### src/rtl/beam_latch_pkg.sv
package beam_latch_pkg;

    localparam int BEAM_W = 9;
    localparam int BUS_W  = 8;

    typedef enum logic [1:0] {
        SEL_TRIGGER = 2'd0,
        SEL_HPOS    = 2'd1,
        SEL_VPOS    = 2'd2,
        SEL_STATUS  = 2'd3
    } reg_sel_e;

    typedef struct packed {
        logic [BEAM_W-1:0] dot;
        logic [BEAM_W-1:0] line;
    } beam_hold_t;

    function automatic logic [BUS_W-1:0] pack_status(
        input logic [3:0] version,
        input logic       region,
        input logic       keep5,
        input logic       latched,
        input logic       fld
    );
        return {fld, latched, keep5, region, version};
    endfunction

endpackage

### src/rtl/beam_capture.sv
module beam_capture
    import beam_latch_pkg::*;
(
    input  logic              clk,
    input  logic              rst,
    input  logic              cap_req,
    input  logic              clr_flag,
    input  logic [BEAM_W-1:0] dot_in,
    input  logic [BEAM_W-1:0] line_in,
    output beam_hold_t        hold_q,
    output logic              flag_q
);

    always_ff @(posedge clk) begin
        if (rst) begin
            hold_q <= '0;
        end else if (cap_req) begin
            hold_q.dot  <= dot_in;
            hold_q.line <= line_in;
        end
    end

    // a fresh capture outranks a clearing status read
    always_ff @(posedge clk) begin
        if (rst)
            flag_q <= 1'b0;
        else if (cap_req)
            flag_q <= 1'b1;
        else if (clr_flag)
            flag_q <= 1'b0;
    end

endmodule

### src/rtl/beam_byte_port.sv
module beam_byte_port #(
    parameter int VAL_W = 9,
    parameter int DAT_W = 8
) (
    input  logic             clk,
    input  logic             rst,
    input  logic             rd_hit,
    input  logic             rewind,
    input  logic [VAL_W-1:0] value,
    input  logic [DAT_W-1:0] bus_prev,
    output logic [DAT_W-1:0] byte_out,
    output logic             hi_sel_q
);

    localparam int HI_W = VAL_W - DAT_W;
    localparam logic [DAT_W-1:0] HI_MASK = DAT_W'((1 << HI_W) - 1);

    logic [DAT_W-1:0] hi_part;

    assign hi_part  = DAT_W'(value[VAL_W-1:DAT_W]);
    assign byte_out = hi_sel_q ? ((bus_prev & ~HI_MASK) | hi_part)
                               : value[DAT_W-1:0];

    always_ff @(posedge clk) begin
        if (rst || rewind)
            hi_sel_q <= 1'b0;
        else if (rd_hit)
            hi_sel_q <= ~hi_sel_q;
    end

endmodule

### src/rtl/beam_latch_readout.sv
module beam_latch_readout
    import beam_latch_pkg::*;
#(
    parameter logic [3:0] CHIP_VERSION = 4'd3,
    parameter logic       REGION_50HZ  = 1'b0
) (
    input  logic              clk,
    input  logic              rst,
    input  logic              rd_en,
    input  logic [1:0]        rd_sel,
    input  logic [BUS_W-1:0]  open_bus,
    input  logic              cap_enable,
    input  logic              ext_strobe,
    input  logic [BEAM_W-1:0] dot_cnt,
    input  logic [BEAM_W-1:0] line_cnt,
    input  logic              field_odd,
    output logic [BUS_W-1:0]  rd_data
);

    localparam int NPORT = 2;

    reg_sel_e          sel;
    logic              rd_trig, rd_stat, cap_req, clr_flag, flag_q;
    beam_hold_t        hold_q;
    logic [BUS_W-1:0]  bus_q, bus_d;
    logic [BEAM_W-1:0] port_val  [NPORT];
    logic [BUS_W-1:0]  port_byte [NPORT];
    logic              port_hit  [NPORT];
    logic              port_tog  [NPORT];

    assign sel      = reg_sel_e'(rd_sel);
    assign rd_trig  = rd_en && (sel == SEL_TRIGGER);
    assign rd_stat  = rd_en && (sel == SEL_STATUS);
    assign cap_req  = ext_strobe || (rd_trig && cap_enable);
    assign clr_flag = rd_stat && cap_enable;

    beam_capture u_capture (
        .clk      (clk),
        .rst      (rst),
        .cap_req  (cap_req),
        .clr_flag (clr_flag),
        .dot_in   (dot_cnt),
        .line_in  (line_cnt),
        .hold_q   (hold_q),
        .flag_q   (flag_q)
    );

    assign port_val[0] = hold_q.dot;
    assign port_val[1] = hold_q.line;
    assign port_hit[0] = rd_en && (sel == SEL_HPOS);
    assign port_hit[1] = rd_en && (sel == SEL_VPOS);

    generate
        for (genvar p = 0; p < NPORT; p++) begin : g_port
            beam_byte_port #(
                .VAL_W (BEAM_W),
                .DAT_W (BUS_W)
            ) u_port (
                .clk      (clk),
                .rst      (rst),
                .rd_hit   (port_hit[p]),
                .rewind   (rd_stat),
                .value    (port_val[p]),
                .bus_prev (bus_q),
                .byte_out (port_byte[p]),
                .hi_sel_q (port_tog[p])
            );
        end
    endgenerate

    always_comb begin
        bus_d = bus_q;
        if (rd_en) begin
            unique case (sel)
                SEL_TRIGGER: bus_d = open_bus;
                SEL_HPOS:    bus_d = port_byte[0];
                SEL_VPOS:    bus_d = port_byte[1];
                SEL_STATUS:  bus_d = pack_status(CHIP_VERSION, REGION_50HZ, bus_q[5],
                                                 cap_enable ? flag_q : 1'b1, field_odd);
                default:     bus_d = bus_q;
            endcase
        end
    end

    always_ff @(posedge clk) begin
        if (rst)
            bus_q <= '0;
        else
            bus_q <= bus_d;
    end

    assign rd_data = bus_q;

endmodule

### config.mk
export PLATFORM = sky130hd
export DESIGN_NAME = beam_latch_readout
export DESIGN_NICKNAME = d
export VERILOG_FILES = /design/src/rtl/beam_latch_pkg.sv /design/src/rtl/beam_capture.sv /design/src/rtl/beam_byte_port.sv /design/src/rtl/beam_latch_readout.sv
export SDC_FILE = /design/constraint.sdc
export NUM_CORES = 1
export LEC_CHECK = 0
export ABC_AREA = 1
export BUFFER_PORTS_ARGS = -buffer_cell sky130_fd_sc_hd__buf_2
export CAP_MARGIN = 30
export CORE_ASPECT_RATIO = 0.6
export CORE_UTILIZATION = 40
export CTS_CLUSTER_DIAMETER = 120
export DETAILED_ROUTE_END_ITERATION = 10
export GPL_ROUTABILITY_DRIVEN = 0
export HOLD_SLACK_MARGIN = 0.15
export SKIP_LAST_GASP = 1
export SLEW_MARGIN = 20
export SYNTH_ARGS = -nofsm -noshare
export SYNTH_HDL_FRONTEND = slang
export SYNTH_HIERARCHICAL = 1
export SYNTH_SLANG_ARGS = --single-unit
### constraint.sdc
create_clock -name clk -period 2.4 [get_ports clk]
set_input_delay 0 -clock clk [delete_from_list [all_inputs] [get_ports clk]]
set_output_delay 0 -clock clk [all_outputs]
set_load 0.005 [all_outputs]
# After elaboration in Yosys (flattened, before gate mapping)

Index checks and enable logic that the tools add are counted.

Mux-type cells: 6
Eq/ne operators: 3
Bitwise logic cells: 5
Reduce and logical (&&, ||, !) cells: 11

Operators with widths:

| kind                 | number |
|---|---|
| $pmux W8 S4          | 1 |
| $mux W8              | 2 |
| $or A8 B1 Y8         | 2 |
| $logic_and A1 B1 Y1  | 6 |
| $eq A2 B2 Y1 const B | 2 |
| $mux W1              | 3 |
| $not A1 Y1           | 3 |
| $eq A2 B1 Y1 const B | 1 |
| $logic_not A2 Y1     | 1 |
| $logic_or A1 B1 Y1   | 2 |
| $reduce_and A2 Y1    | 1 |
| $reduce_bool A2 Y1   | 1 |

Bits in registers: 29
Bits of input ports: 34
Logic and storage cells: 32

# Longest topological paths before layout

Gate-level depths: netlist (run 1).

Depth after elaboration: 5
Depth in mapped cells: 8
Mapped depth without buffers: 7

# Cells and area by module

The synthesis (run 1) kept the hierarchy.

By module, submodules not included:

| module             | seq. area each (sq um) | times used | area each (sq um) | cells each |
|---|---|---|---|---|
| beam_capture       | 380.4                  | 1          | 689.4             | 82 |
| beam_latch_readout | 160.2                  | 1          | 518.0             | 83 |
| beam_byte_port     | 20.0                   | 2          | 181.4             | 32 |

# Worst setup path before layout (run 1)

No wires, ideal clock.

Path kind: register -> register
Start point: register g_port[0].u_port.hi_sel_q
End point: register bus_q[6] (netlist: rd_data[6])
Data required time: 2.284 ns
Data arrival time: 0.938 ns
Setup time: 0.116 ns
Setup slack: 1.346 ns
Cell stages (with the launch flop): 9
Path through: dfxtp_1 > buf_6 > buf_12 > nand2_1 > o21ai_0 > o21bai_1 > nand3_1 > nand2_1 > a21oi_1

RTL lines:

| what                   | RTL line                 | source |
|---|---|---|
| from (decl)            | beam_byte_port.sv:12     | `output logic hi_sel_q` |
| from (signal assigned) | beam_byte_port.sv:28     | `hi_sel_q <= ~hi_sel_q;` |
| to (signal assigned)   | beam_latch_readout.sv:89 | `bus_q <= bus_d;` |
| to (decl)              | beam_latch_readout.sv:25 | `logic [BUS_W-1:0] bus_q, bus_d;` |

==> results.yml, run 1 <==
synth:
  yosysWarnings: 6
  synth_adder_area_share: 0
  avgSynthCellArea_um2: 6.86
  synth_top_family_by_area: "simple AND/OR/NAND/NOR gates"
  synthFlopType: "dfxtp_1"
  netlist-cell-type-count: 22
  yosysSeqAreaShare: 0.370
  synth_edf_count: 0
  async_reset_ff_frac: 0
  synth_compound_area_frac: 0.213
  ys_ff_latch: 29
  mappedNetlistNets: 263
  muxShareOfSynthArea: 0
  synthXorXnorAreaFrac: 0
  syn-cell-area_um2: 1570
  synthSimpleGateAreaFrac: 0.264
  synthCells: 229
cts:
  h-tree-depth: 2
  path_clk_slew_ns: 0.06
  clkSinkCount: 29
  clk_latency_ns: 0.27
  cts_buffer_depth: 2
  cts_resized: 0
  clockRootBuffer: "clkbuf_8"
  cts_tree: "built"
  cts_made_buffers: 5
detailed_routing:
  via_per_inst: 4.76
  ant_nets: 0
  dr.pass1.iters: 4
  vias: 1643
  wire_per_inst_um: 11.8
  drcViolationCount: 0
  drt_iter0_markers: 86
  wl_um: 4070
worst_setup_path:
  r2r_setup_slack_ns: 0.46
  cp.required_ns: 2.56
  worst-setup-path-type: "reg -> reg"
  crit_path_cell_trace: "o21ai_0, o21bai_1, nand3_1, nand2_1, dlygate4sd3_1, a21oi_1"
  r2r-start: "g_port[0].u_port/hi_sel_q$_SDFFE_PP0P_"
  start_kind: "flip-flop"
  ff2ff_path_depth: 6
  cpMaxStageDelayCell: "dfxtp_1"
  cp_data_arrival_time_ns: 2.10
  cp-end-kind: "flip-flop"
  r2r_end: "rd_data[7]$_SDFFE_PP0P_"
  path_max_fanout: 18
  crit_start: "g_port[0].u_port/hi_sel_q$_SDFFE_PP0P_"
  endpoint: "rd_data[7]$_SDFFE_PP0P_"
  critPathMaxStageDelay_ns: 0.73
min_path:
  hp-class: "in -> reg"
place:
  dp.cells: 307
  hpwl_um: 2820
  numPortBuffers: 41
global_routing:
  grt_pass1_vias: 1452
  grt_first_pass_wirelength_um: 6930
  grt_max_degree: 20
  track_usage: 0.215
  grt_overflow: 0
  antenna_found_initial: 0
pwr:
  seq_power_share: 0.487
  pwr-share-comb: 0.188
  p_switching_uw: 310
  p_leak_uw: 0.000970
  powerDensity_nw_per_um2: 534
  power.total_uw: 1120
  netSwitchingFraction: 0.276
  p_int_uw: 812
  pwr-share-clk: 0.325
  ir_worst_vdd_mv: 0.316
floorplanning:
  die_width_um: 82.9
  std_cell_rows: 17
  core_area_um2: 3720
  fp.dieH_um: 50.5
  dieArea_um2: 4190
  start_util: 0.422
  num_io_pins: 42
sta:
  rsz0062_at_grt: "false"
  holdWs_ns: 0.169
  fin_tns_setup_ns: 0
  min_period_over_period: 0.810
  fin_skew_ns: 0.00285
  relSlewSlack: 0.574
  tightestPinTransition_ns: 0.638
  fmax_mhz: 514
  hold_violations: 0
  finalSetupViolCount: 0
  fin_crit_ns: 1.94
  drv_slew: 0
finish:
  nets: 333
  layout-drive-gt1-share: 0.208
  fill_cells: 391
  num_antenna_cells: 0
  final-instance-count-excl-fill: 345
  ff_latch_area_um2: 581
  multi_input_area_um2: 748
  area_delta_synth_final_pct: 33.7
flow_run:
  cap_violations: 0
run_status:
  status: "finished clean"
-- state kept, by name (all words and copies together) (netlist names) --
name and cells:
g_port.u_port/hi_sel_q 2, rd_data 8, u_capture/hold_q 18, u_capture/flag_q 1
-- metal layers --
metal  track usage  routed length [um]  vias to the layer above
li1              -                   -                      860
met1         0.321                2090                      715
met2         0.290                1620                       64
met3        0.0526                 311                        4
met4        0.0833                  40                        0
met5             0                   0                        -
-- worst min-delay path by stage --
stage | from | endpoint | slack, ns | cells past startpoint
6_report | cap_enable | rd_data[6]$_SDFFE_PP0P_ | 0.17 | 6
4_1_cts | cap_enable | rd_data[6]$_SDFFE_PP0P_ | 0.16 | 6
5_1_grt | cap_enable | u_capture/flag_q$_SDFFE_PP0P_ | 0.18 | 6
2_1_floorplan | rst | rd_data[2]$_SDFFE_PP0P_ | 0.06 | 1
3_3_place_gp | dot_cnt[8] | u_capture/hold_q[17]$_SDFFE_PP0P_ | 0.22 | 3
3_5_place_dp | dot_cnt[8] | u_capture/hold_q[17]$_SDFFE_PP0P_ | 0.23 | 3
-- cells in the final DEF (no fill, tap or decap), drive strengths merged --
cell,synthesis,layout
dfxtp,29,29
o21bai,2,2
clkinv,0,1
inv,28,28
a31oi,4,4
nor3,1,1
clkbuf,1,5
dlygate4sd3,0,32
nand2,49,49
nand3,4,4
o21ai,41,41
a31o,1,1
a21oi,10,10
nor2,50,50
buf,9,41
-- timing repair --
action,in CTS,in global routing
setup buffers,0,0
hold buffers,32,0
hold endpoints to repair,29,0
-- stage by stage --
step / cell area (um2) / utilization / worst slack [ns]
final: 2100 / 0.564 / 0.455
after floorplan: 1570 / - / 1.35
after global routing: 2100 / 0.564 / 0.216
after CTS: 2100 / 0.564 / 0.478
after global placement: 1710 / 0.458 / 0.998
after detailed placement: 1710 / 0.458 / 1.01
-- cell families (layout without fill, tap and decap cells) --
kind of cell | after synthesis | count (layout)
AOI/OAI and AO/OA | 58 | 58
buffers and inverters | 38 | 107
DFF | 29 | 29
and+or+nand+nor | 104 | 104
-- final cells by class --
| class | count | share of cell area |
|---|---|---|
| clock buffer | 5 | 0.0328 |
| timing repair buffer | 73 | 0.250 |
| tap | 47 | 0.0280 |
| inverter | 28 | 0.0536 |
| multi-input combinational | 162 | 0.356 |
| clock inverter | 1 | 0.00238 |
| sequential | 29 | 0.277 |
-- power groups by stage --
stage                     clock network, uW  logic, uW  registers (uW)
after detailed placement                  0        167             557
after CTS                               372        210             546
after floorplan                           0        129             543
after global placement                    0        170             556
final                                   364        211             547
after global routing                    399        237             551
-- synthesized netlist by cell type, types with 3 or more instances --
master,n,share of area
a31oi_1,4,0.016
buf_6,5,0.036
buf_12,3,0.038
dfxtp_1,29,0.37
nor2_1,47,0.11
a21oi_1,8,0.025
nand3_1,4,0.013
o21ai_1,3,0.0096
inv_1,25,0.060
nand2_1,49,0.12
o21ai_0,32,0.10
o21ai_2,6,0.033
-- worst max-delay path, delay by kind of cell, from the launching register on --
family                 cells  cell delay (ns)
AO/OA/AOI/OAI              3             0.42
buffers and inverters      1             0.55
flip-flops                 1             0.73
AND/OR/NAND/NOR            2             0.14
No activity file was read; power rests on OpenSTA's default activity.
==> run 2: changes to the inputs <==
Settings changed: PLACE_DENSITY from default to 0.66.
Clock period 2.4 ns to 1.7 ns, I/O delays scaled along.
==> results.yml, run 2 (synthesis results as in run 1) <==
sta:
  min_period_over_period: 0.950
  fin_tns_setup_ns: 0
  relSlewSlack: 0.723
  tightestPinTransition_ns: 0.416
  rsz0062_at_grt: "false"
  fmax_mhz: 619
  finalSetupViolCount: 0
  fin_crit_ns: 1.62
  worst_slack_ns: 0.0847
  fin_skew_ns: 0.00524
  hold_violations: 0
  drv_slew: 0
detailed_routing:
  drt_iter0_markers: 118
  wl_um: 4090
  dr.pass1.iters: 4
  wire_per_inst_um: 11.7
  drcViolationCount: 0
  vias: 1610
  ant_nets: 0
  via_per_inst: 4.60
place:
  hpwl_um: 2770
  dp_slack_ns: 0.388
  numPortBuffers: 41
pwr:
  ir_worst_vdd_mv: 0.463
  p_leak_uw: 0.000992
  powerDensity_nw_per_um2: 763
  power.total_uw: 1630
flow_run:
  cap_violations: 0
floorplanning:
  std_cell_rows: 17
  core_area_um2: 3720
  die_width_um: 82.9
  dieArea_um2: 4190
  num_io_pins: 42
  fp.dieH_um: 50.5
  start_util: 0.422
global_routing:
  grt_pass1_vias: 1426
  grt_overflow: 0
  grt_first_pass_wirelength_um: 6900
  antenna_found_initial: 0
  grt_max_degree: 20
  track_usage: 0.218
cts:
  cts_setup_buffers: 0
  h-tree-depth: 2
  clockRootBuffer: "clkbuf_8"
  clkSinkCount: 29
  path_clk_slew_ns: 0.07
  cts_buffer_depth: 2
  cts_tree: "built"
  cts_made_buffers: 5
  clk_latency_ns: 0.28
finish:
  num_antenna_cells: 0
  final_common_cell: "nand2_1"
  mostFrequentLayoutCells: "nand2_1 (49), nor2_1 (47), buf_2 (41)"
  largest_register_ffs: 18
  layout-drive-gt1-share: 0.218
  fill_cells: 369
  top_register: "u_capture/hold_q"
  area_delta_synth_final_pct: 35.9
  nets: 336
worst_setup_path:
  cp.required_ns: 1.87
  worst-setup-path-type: "reg -> reg"
  start_kind: "flip-flop"
  ff2ff_path_depth: 6
  cp-end-kind: "flip-flop"
  path_max_fanout: 12
  cp_data_arrival_time_ns: 1.79
run_status:
  status: "finished clean"
min_path:
  hold_depth: 6
  hp-class: "in -> reg"
==> run 2: layout make-up <==
cell class / instances / area, um2 / area share
multi-input cells: 162 / 748 / 0.351
flip-flops and latches: 29 / 582 / 0.273
repair buffers: 76 / 551 / 0.258
inverters: 28 / 113 / 0.0528
clock buffers: 6 / 72.6 / 0.0340
well taps: 47 / 58.8 / 0.0275
clock inverters: 2 / 10.0 / 0.00469
==> run 2: per-layer routing <==
metal | up-vias | part of all wire | track usage
met4 | 0 | 0.0051 | 0.0517
met1 | 691 | 0.53 | 0.315
met5 | - | 0 | 0
met3 | 2 | 0.051 | 0.0724
li1 | 872 | - | -
met2 | 45 | 0.41 | 0.310
==> run 2: critical path: stages (launching register included) <==
cell	delay, ns
dfxtp_2	0.35
buf_4	0.19
nand2_1	0.09
o21ai_2	0.05
o21ai_0	0.18
a31oi_1	0.10
dlygate4sd3_1	0.55
==> run 2: timing repair <==
action	in CTS	in global routing
endpoints found under the hold margin	29	0
hold buffers	33	0
resized for setup	0	1
setup endpoints to repair	0	3
==> run 2: power by group <==
group	switching [uW]	internal, uW
Sequential	31.2	729
Combinational	160	152
Clock	273	283
Total	465	1160
==> run 2: metrics by stage <==
| stage | cell area (um2) | util | hold WS (ns) | std cells |
|---|---|---|---|---|
| final | 2130 | 0.573 | 0.205 | 350 |
| after global routing | 2130 | 0.573 | 0.238 | 350 |
| after CTS | 2130 | 0.573 | 0.189 | 350 |
| after detailed placement | 1720 | 0.462 | 0.229 | 309 |
| after global placement | 1720 | 0.462 | 0.222 | 309 |
| after floorplan | 1570 | - | 0.0624 | 229 |
==> run 2: path summary, 6_finish.rpt <==
| check | from | end | slack [ns] |
|---|---|---|---|
| max reg2reg | g_port[1].u_port/hi_sel_q$_SDFFE_PP0P_ | rd_data[1]$_SDFFE_PP0P_ | 0.08 |
| min | rd_en | u_capture/flag_q$_SDFFE_PP0P_ | 0.20 |
| min reg2reg | u_capture/flag_q$_SDFFE_PP0P_ | u_capture/flag_q$_SDFFE_PP0P_ | 0.48 |
| max | g_port[1].u_port/hi_sel_q$_SDFFE_PP0P_ | rd_data[1]$_SDFFE_PP0P_ | 0.08 |
==> run 3: changes to the inputs <==
Settings changed: CORE_UTILIZATION 40 to 45, PLACE_DENSITY 0.66 to 0.73.
==> results.yml, run 3 (synthesis results as in run 1) <==
run_status:
  status: "finished clean"
detailed_routing:
  dr.pass1.iters: 4
  vias: 1668
  drcViolationCount: 0
  wire_per_inst_um: 12.4
  drt_iter0_markers: 148
  ant_nets: 0
  wl_um: 4300
  via_per_inst: 4.79
worst_setup_path:
  cp.depth: 7
  start_kind: "flip-flop"
  cp-end-kind: "flip-flop"
  path_max_fanout: 11
  path_delay_family: "buffers and inverters"
  cpMaxStageDelayCell: "dlygate4sd3_1"
  cp_data_arrival_time_ns: 1.75
  cp.required_ns: 1.92
  worst-setup-path-type: "reg -> reg"
  cp_num_buf_inv: 1
  critPathMaxStageDelay_ns: 0.57
  cpMostUsedCell: "nand2_1"
  crit_path_cell_trace: "nand2_1, o21ai_2, nand2_1, nand2_1, nand2_1, dlygate4sd3_1, a21oi_2"
  ff2ff_path_depth: 7
finish:
  area_delta_synth_final_pct: 38.0
  final_common_cell: "nand2_1"
  layout-drive-gt1-share: 0.221
  nets: 336
  largest_register_ffs: 18
  top_register: "u_capture/hold_q"
  fill_cells: 295
  num_antenna_cells: 0
  final_cell_area_um2: 2170
  mostFrequentLayoutCells: "nand2_1 (49), nor2_1 (47), buf_2 (41)"
sta:
  fin_tns_setup_ns: 0
  fin_skew_ns: 0.00332
  rsz0062_at_grt: "false"
  drv_slew: 0
  fmax_mhz: 654
  tightestPinTransition_ns: 0.421
  relSlewSlack: 0.719
  hold_violations: 0
  fin_crit_ns: 1.53
  min_period_over_period: 0.900
  finalSetupViolCount: 0
pwr:
  netSwitchingFraction: 0.254
  powerDensity_nw_per_um2: 840
  seq_power_share: 0.421
  pwr-share-clk: 0.408
  pwr-share-comb: 0.171
  p_switching_uw: 462
  p_int_uw: 1360
  p_leak_uw: 0.000997
  ir_worst_vdd_mv: 0.474
floorplanning:
  std_cell_rows: 16
  die_width_um: 78.3
  fp.dieH_um: 47.8
  dieArea_um2: 3740
  num_io_pins: 42
  core_area_um2: 3280
  start_util: 0.478
cts:
  cts_tree: "built"
  clk_latency_ns: 0.28
  cts_buffer_depth: 2
  cts_setup_buffers: 0
  cts_made_buffers: 5
  clkSinkCount: 29
  path_clk_slew_ns: 0.06
  clockRootBuffer: "clkbuf_8"
  h-tree-depth: 2
place:
  numPortBuffers: 41
  hpwl_um: 2790
  dpl_cell_area_um2: 1720
global_routing:
  grt_pass1_vias: 1466
  antenna_found_initial: 0
  track_usage: 0.244
  grt_overflow: 0
  grt_max_degree: 20
  grt_first_pass_wirelength_um: 6730
min_path:
  hold_depth: 6
  hp-class: "in -> reg"
flow_run:
  cap_violations: 0
## run 3: cell types whose count changed in the layout (fill, tap and decap cells not counted), sizes merged
cell,delta
bufinv,+1
clkbuf,+1
clkinv,-2
## run 3: power by group through the flow
stage                     logic (uW)  registers [uW]  clock network, uW
final                            311             766                742
after global routing             348             771                788
after CTS                        304             765                753
after detailed placement         243             780                  0
after global placement           242             779                  0
after floorplan                  182             767                  0
## run 3: timing repair
action,4_1_cts,5_1_grt
endpoints found under the hold margin,29,0
setup endpoints to repair,0,2
resized for setup,0,2
hold buffers,33,0
## run 3: cell type report
cell class,count,area [um2],share of cell area
flip-flops and latches,29,583,0.269
clock buffers,7,86.3,0.0398
well taps,45,56.3,0.0260
repair buffers,76,551,0.254
multi-input cells,162,748,0.345
inverters,28,113,0.0520
clock inverters,1,30.0,0.0139
## run 3: worst reg2reg max path: cells and delay by family (launching register included)
family          cells  cell delay, ns
buf+inv             1            0.57
flops               1            0.45
simple gates        4            0.26
compound gates      2            0.19
## run 3: worst paths after layout
kind | slack [ns] | start | to
worst max-delay path | 0.17 | g_port[0].u_port/hi_sel_q$_SDFFE_PP0P_ | rd_data[2]$_SDFFE_PP0P_
worst min-delay path | 0.19 | cap_enable | rd_data[6]$_SDFFE_PP0P_
worst max register to register | 0.17 | g_port[0].u_port/hi_sel_q$_SDFFE_PP0P_ | rd_data[2]$_SDFFE_PP0P_
worst min register to register | 0.50 | u_capture/hold_q[6]$_SDFFE_PP0P_ | u_capture/hold_q[6]$_SDFFE_PP0P_
## run 3: routing by layer
layer | wire, um | part of all wire | vias up | GRT usage
met5 | 0 | 0 | - | 0
met4 | 52 | 0.012 | 0 | 0.0704
met3 | 380 | 0.088 | 6 | 0.0629
met2 | 1810 | 0.42 | 75 | 0.381
met1 | 2060 | 0.48 | 713 | 0.339
li1 | - | - | 874 | -
## run 3: through the flow
stage                     setup WS (ns)  utilization  total power [uW]  instances  hold WS, ns
final                             0.170        0.660              1820        348        0.188
after global routing             0.0808        0.660              1910        348        0.218
after CTS                        0.0379        0.659              1820        348        0.167
after detailed placement          0.374        0.523              1020        307        0.229
after global placement            0.374        0.523              1020        307        0.221
after floorplan                   0.646            -               949        229       0.0624
